## config.mk

```make
export PLATFORM = sky130hd
export DESIGN_NAME = ipi_send_dispatch
export DESIGN_NICKNAME = d
export VERILOG_FILES = /design/src/rtl/ipi_disp_pkg.sv /design/src/rtl/cmd_field_decode.sv /design/src/rtl/vec_onehot.sv /design/src/rtl/core_post_lane.sv /design/src/rtl/ipi_send_dispatch.sv
export SDC_FILE = /design/constraint.sdc
export NUM_CORES = 1
export LEC_CHECK = 0
export ABC_AREA = 1
export CAP_MARGIN = 20
export CORE_MARGIN = 10
export CORE_UTILIZATION = 42
export CTS_BUF_LIST = sky130_fd_sc_hd__clkbuf_4 sky130_fd_sc_hd__clkbuf_8
export CTS_CLUSTER_DIAMETER = 30
export DETAILED_ROUTE_END_ITERATION = 10
export GPL_ROUTABILITY_DRIVEN = 1
export PLACE_DENSITY = 0.8
export SETUP_SLACK_MARGIN = 0.4
export SLEW_MARGIN = 15
export SYNTH_ARGS = -nofsm -noshare
export SYNTH_HDL_FRONTEND = slang
export SYNTH_SLANG_ARGS = --single-unit
export TNS_END_PERCENT = 5
```

## constraint.sdc

```tcl
create_clock -name clk -period 0.9 [get_ports clk]
set_input_delay 0.09 -clock clk [delete_from_list [all_inputs] [get_ports clk]]
set_output_delay 0.09 -clock clk [all_outputs]
set_load 0.01 [all_outputs]
```

## src/rtl/ipi_disp_pkg.sv

```systemverilog
// Package: shared field positions and helpers for the send dispatcher.
// Assumes a 32-bit command word with target and vector fields that do not overlap.
package ipi_disp_pkg;
    localparam int CMD_W    = 32;
    localparam int ID_LSB   = 16;
    localparam int ID_W     = 10;
    localparam int VEC_LSB  = 0;
    localparam int VEC_W    = 5;
    localparam int STATUS_W = 1 << VEC_W;

    typedef logic [ID_W-1:0]     tgt_id_t;
    typedef logic [VEC_W-1:0]    vec_t;
    typedef logic [STATUS_W-1:0] status_t;

    // Decoded view of one send command.
    typedef struct packed {
        tgt_id_t tgt;
        vec_t    vec;
    } send_cmd_t;
endpackage

```

## src/rtl/cmd_field_decode.sv

```systemverilog
// Module: splits a send command into target and vector, and range-checks the target.
// Assumes NUM_CORES is between 1 and 2**ID_W. Purely combinational.
module cmd_field_decode
    import ipi_disp_pkg::*;
#(
    parameter int NUM_CORES = 4
) (
    input  logic [CMD_W-1:0] cmd,
    output send_cmd_t        fields,
    output logic             tgt_ok
);
    localparam logic [31:0] CORE_LIMIT = 32'(NUM_CORES);

    logic [31:0] tgt_ext;

    // Pull the two fields out of their fixed positions.
    always_comb begin
        fields.tgt = cmd[ID_LSB +: ID_W];
        fields.vec = cmd[VEC_LSB +: VEC_W];
    end

    // Target is accepted only when it names an existing core.
    always_comb begin
        tgt_ext = 32'(fields.tgt);
        tgt_ok  = (tgt_ext < CORE_LIMIT);
    end
endmodule

```

## src/rtl/vec_onehot.sv

```systemverilog
// Module: turns a vector number into a one-hot status pattern.
// Assumes the output width is exactly 2**VEC_W. Purely combinational.
module vec_onehot
    import ipi_disp_pkg::*;
(
    input  vec_t    vec,
    output status_t pattern
);
    // One bit per status position, set where the index equals the vector.
    always_comb begin
        for (int b = 0; b < STATUS_W; b++) begin
            pattern[b] = (vec == vec_t'(b));
        end
    end
endmodule

```

## src/rtl/core_post_lane.sv

```systemverilog
// Module: registers the set pulse for one target core.
// Assumes hit is high for at most one lane per cycle; synchronous active-low reset.
module core_post_lane
    import ipi_disp_pkg::*;
(
    input  logic    clk,
    input  logic    rst_n,
    input  logic    hit,
    input  status_t pattern,
    output status_t lane_q
);
    // Hold the pattern for one cycle when this core is addressed, else zero.
    always_ff @(posedge clk) begin
        if (!rst_n) begin
            lane_q <= '0;
        end else if (hit) begin
            lane_q <= pattern;
        end else begin
            lane_q <= '0;
        end
    end
endmodule

```

## src/rtl/ipi_send_dispatch.sv

```systemverilog
// Module: top of the send dispatcher. Decodes a command and posts a one-hot
// set pulse into the lane of the addressed core on the next cycle. It reports
// an out-of-range target combinationally in the strobe cycle.
// Assumes one command per cycle and that the status registers OR in their lane.
module ipi_send_dispatch
    import ipi_disp_pkg::*;
#(
    parameter int NUM_CORES = 4
) (
    input  logic                          clk,
    input  logic                          rst_n,
    input  logic                          cmd_valid,
    input  logic [31:0]                   cmd_word,
    output logic [NUM_CORES*STATUS_W-1:0] set_bits,
    output logic                          decode_err
);
    send_cmd_t fields;
    logic      tgt_ok;
    status_t   pattern;
    logic [NUM_CORES-1:0] lane_hit;

    cmd_field_decode #(.NUM_CORES(NUM_CORES)) u_dec (
        .cmd    (cmd_word),
        .fields (fields),
        .tgt_ok (tgt_ok)
    );

    vec_onehot u_vec (
        .vec     (fields.vec),
        .pattern (pattern)
    );

    // Reject a strobed command whose target does not exist.
    always_comb begin
        decode_err = cmd_valid && !tgt_ok;
    end

    // One lane per core: select on target match, then register the pulse.
    for (genvar c = 0; c < NUM_CORES; c++) begin : g_lane
        always_comb begin
            lane_hit[c] = cmd_valid && tgt_ok && (fields.tgt == tgt_id_t'(c));
        end

        core_post_lane u_lane (
            .clk     (clk),
            .rst_n   (rst_n),
            .hit     (lane_hit[c]),
            .pattern (pattern),
            .lane_q  (set_bits[c*STATUS_W +: STATUS_W])
        );
    end
endmodule

```

# ---- Word level (Yosys, flattened, before mapping)
# Index checks and enable logic that the tools add are counted.
dict set report op_classes {
  n_lt_le_gt_ge 1
  eq_ne 34
  n_reduce_logical 13
}
# operator n
set op_table {}
lappend op_table {{5-bit equality test, second input constant} 16}
lappend op_table {{5-bit by 4-bit equality test with 1-bit output, second input constant} 8}
lappend op_table {{10-bit by 2-bit equality test with 1-bit output, second input constant} 2}
lappend op_table {{5-bit by 3-bit equality test with 1-bit output, second input constant} 4}
lappend op_table {{10-bit by 1-bit equality test with 1-bit output, second input constant} 1}
lappend op_table {{5-bit by 2-bit equality test with 1-bit output, second input constant} 2}
lappend op_table {{10-bit zero test} 1}
lappend op_table {{10-bit by 3-bit less-than comparator with 1-bit output, second input constant} 1}
lappend op_table {{2-bit AND reduction} 4}
lappend op_table {{1-bit logical AND} 6}
lappend op_table {{5-bit by 1-bit equality test with 1-bit output, second input constant} 1}
lappend op_table {{5-bit zero test} 1}
lappend op_table {{1-bit zero test} 1}
dict set report totals {
  reg_bits 128
  inputBits 35
  output_inout_bits 129
  word_cells 52
}

# ---- Longest topological paths before layout
dict set report depth {
  ltp_word 4
  ltp_mapped 6
}

# ---- Modules after synthesis
# Synthesis repeated with hierarchy kept, for this count alone.
dict set report unflattened {
  hier_cells 516
  area_unflattened_um2 4573.1
}
# mod instances cells_per_inst area_each_um2 seq_area_each_um2
set modules_own_cells {}
lappend modules_own_cells {core_post_lane 4 100 1011.0 640.6}
lappend modules_own_cells {vec_onehot 1 65 269.0 0.0}
lappend modules_own_cells {cmd_field_decode 1 22 138.9 0.0}
lappend modules_own_cells {ipi_send_dispatch 1 29 121.4 0.0}

# ---- Least setup slack after synthesis
# Ideal clock, no wire load.
dict set report synth_path {
  path_kind {in2reg}
  start {input cmd_word[22]}
  end {register g_lane[0].u_lane.lane_q[1]}
  setup_time_ps 66
  arrival_ps 793
  required_time_ps 834
  slack_ps 41
  path_stages 6
  path_cell_list {nor2_1 > nand2_1 > nor2_4 > nand3_2 > buf_6 > nor2_1}
}
dict set report synth_via {
  elab_chain_len 4
  elab_cells_between_ends 5
  cone_classes {order compare (1); reduce/logical (4)}
}
# item line
set synth_lines {}
lappend synth_lines {{start: declaration} ipi_send_dispatch.sv:13} ;# input logic [31:0] cmd_word,
lappend synth_lines {{10-bit by 3-bit less-than comparator with 1-bit output} cmd_field_decode.sv:25} ;# tgt_ok = (tgt_ext < CORE_LIMIT);
lappend synth_lines {{1-bit logical AND} ipi_send_dispatch.sv:41} ;# lane_hit[c] = cmd_valid && tgt_ok && (fields.tgt == tgt_id_t'(c));
lappend synth_lines {{1-bit logical AND *} ipi_send_dispatch.sv:41}
lappend synth_lines {{2-bit AND reduction (no line) *} -}
lappend synth_lines {{end signal: assignment} core_post_lane.sv:17} ;# lane_q <= pattern;
lappend synth_lines {{end: declaration} core_post_lane.sv:10} ;# output status_t lane_q
# Every way passes the cells marked *; elsewhere a longest branch is shown, timed or not.
# A chain may end at the register's enable or synchronous reset.

# ---- Worst setup path after layout
dict set report layout_path {
  start {register g_lane[3].u_lane.lane_q[22]}
  end {output set_bits[118]}
}
# item line
set layout_lines {}
lappend layout_lines {{start: declaration} core_post_lane.sv:10}
lappend layout_lines {{start signal: assignment} core_post_lane.sv:17}
lappend layout_lines {{end: declaration} ipi_send_dispatch.sv:14} ;# output logic [NUM_CORES*STATUS_W-1:0] set_bits,
# No word-level cell between the ends.

==> out/results.txt <==
Worst slack, placed -> -578 ps
Post-synth ARST share -> 0%
DRC viols -> 0
Synth area leaders -> dfxtp_1 73%, nor2_1 15%, nand3_1 4.1%
Final Hold Fails -> 0
Status -> finished, violations left
Util after Layout -> 84.7%
Gate Count Post-Synth -> 339
Syn_nets -> 374
Hold buffers post-CTS -> 0
Clock Pin Slew Worst Setup and Hold Paths -> 80 ps
Final Wtd Congestion -> 0.701
Fin. max-slew vios -> 0
Fill cells -> 389
Routed WL per cell -> 21.7 um
Reg area -> 0.00266 mm^2
Violated checks -> setup timing
Leakage -> 2.51 nW
H-tree levels -> 4
RSZ-0062 raised after global routing -> true
Root Buffer -> clkbuf_8
Die Wd -> 112 um
Layout cells sized above 1 -> 85.9%
Largest Register -> g_lane.u_lane.lane_q
Final setup fails -> 128
CP delay by family, top -> flip-flops
Starting Density -> 43.0%
Crit path launch type -> register
EDFF count, synth -> 0
Mapped Area -> 0.00353 mm^2
Fin cells -> 631
Crit path buf inv count -> 1
Worst-Margin Slew -> 366 ps
Total grt overflow -> 0
Hold Path Stages -> 5
CTS tree -> done
Largest regs -> g_lane.u_lane.lane_q: 128 flops
Final ANT Viol Nets -> 0
Worst EP required -> 810 ps
Period Utilization, post-route -> 111%
Mean Syn Cell Area -> 10.4 um^2
Via count -> 3,055
Crit Path Class -> register to primary output
Clock Sinks -> 128
Final Routed Wirelength -> 13.7 mm
DR pass1 iterations -> 4
Max VDD drop -> 1.37 mV
CTS Buffer Depth -> 2
CORE AREA -> 0.00822 mm^2
Final setup margin -> -102 ps
IO Pins -> 164
Tot Pwr -> 0.0113 W
Post-placement cell count -> 599
Crit path largest cell delay -> 330 ps
Vias/cell -> 4.84
Most common cell in the synthesized netlist -> nor2_1
Count of cell types in the netlist -> 12
Hpwl dp -> 7.73 mm
Hold Crit Start -> cmd_word[3]
Setup bufs post-CTS -> 0
Max_cap viols -> 0
Row count -> 33
Multi-input gate area -> 0.00212 mm^2
Buffers on Ports -> 146
Leading area contributor after synthesis -> dfxtp_1
All-Layer GR Usage -> 18.0%
Die Y -> 112 um
ANT cells -> 0
Top cells by instance count after synthesis -> 139 x nor2_1, 128 x dfxtp_1, 29 x nand3_1
Synth Warn # -> 0
Crit path time final -> 1000 ps
Syn-to-layout area delta -> 96.9%
Total die area -> 0.0125 mm^2
First-pass GRT wire length -> 17.7 mm
Data arrival, critical path -> 910 ps
Worst slew margin -> 75.6%
Placed inst area -> 0.00520 mm^2
Worst-path cell chain -> buf_2
Fmax -> 998 MHz
Yosys top cell area share -> 72.5%
CP max FO -> 1
CP Capture Type -> primary output
Final net count -> 548
CP max-delay cell -> dfxtp_1
Final Cell Area -> 0.00696 mm^2
Total CTS buffers -> 17
Hold Path End -> g_lane[1].u_lane.lane_q[31]
Register area share after synthesis -> 72.5%
Vias in the first global route -> 3,154
Largest register FFs -> 128
Hold Path Class -> primary input to register
Ys flop type -> dfxtp_1
Initial drt markers -> 118
Pin count of the biggest net entering global routing -> 33
Yosys reg bits -> 128
Initial antenna violation count -> 0
PD cells -> 1620 mW/mm^2
[cells in the final DEF (no fill, tap or decap)]
master           netlist  layout
nor2_4                 1     117
buf_6                 12      90
dfxtp_2                0      75
buf_2                  3      57
dfxtp_1              128      53
nand3_4                0      33
clkbuf_8               0      18
nor2_2                 3      14
nor2_1               139      12
buf_4                  0       9
buf_12                 0       6
inv_1                  9       5
inv_6                  0       5
nand2_2                0       4
clkinvlp_4             0       4
bufinv_16              0       3
inv_4                  0       2
inv_2                  1       2
nand2_4                0       2
clkinv_4               0       2
dlygate4sd2_1          0       2
clkbuf_2               0       2
nor3_2                 0       1
nand2_1                7       1
nand3_2                5       1
nor3_4                 0       1
clkbuf_4               0       1
clkdlybuf4s15_2        0       1
clkdlybuf4s15_1        0       1
buf_16                 0       1
buf_8                  0       1
[where the power goes]
group / switching [W] / internal, W
sequential: 0.0000000344 / 0.00565
combinational: 0.000366 / 0.000188
clock: 0.00247 / 0.00262
[timing repair]
item | 4_1_cts | 5_1_grt
pin swaps | 95 | 135
endpoints found under the setup margin | 257 | 257
gates resized for setup | 799 | 281
[through the flow]
stage | hold WS [ps] | setup TNS [ps]
after floorplan | 260 | 0
after global placement | 834 | -66690
after detailed placement | 831 | -71910
after CTS | 141 | -9150
after global routing | 197 | -11480
final | 192 | -7320
[layer usage]
metal	wire length, um	up-vias	track usage (%)
met2	7670	110	32.6
met3	906	28	7.35
met1	4840	1508	18.3
met4	258	0	5.66
met5	0	-	0
li1	-	1409	-
[kinds of logic after synthesis]
group,Yosys count,synth area share (%)
buf+inv,25,5.31
flops,128,72.5
simple gates,186,22.2
[worst max path at each step]
stage | startpoint | to | slack, ps | depth (start not counted)
4_1_cts | g_lane[1].u_lane.lane_q[29] | set_bits[61] | -90 | 1
6_report | g_lane[3].u_lane.lane_q[22] | set_bits[118] | -100 | 1
3_3_place_gp | cmd_word[22] | decode_err | -570 | 6
3_5_place_dp | cmd_word[22] | decode_err | -580 | 6
5_1_grt | g_lane[3].u_lane.lane_q[22] | set_bits[118] | -140 | 1
2_1_floorplan | cmd_word[22] | g_lane[1].u_lane.lane_q[16] | 40 | 6
[cell type report]
cell class	count	area share, %
sequential	128	38.2
multi-input combinational	186	30.4
timing repair buffer	170	22.7
clock buffer	19	3.67
clock inverter	13	2.18
tap	105	1.89
inverter	10	0.989
Power figures use the tool's default switching activity.
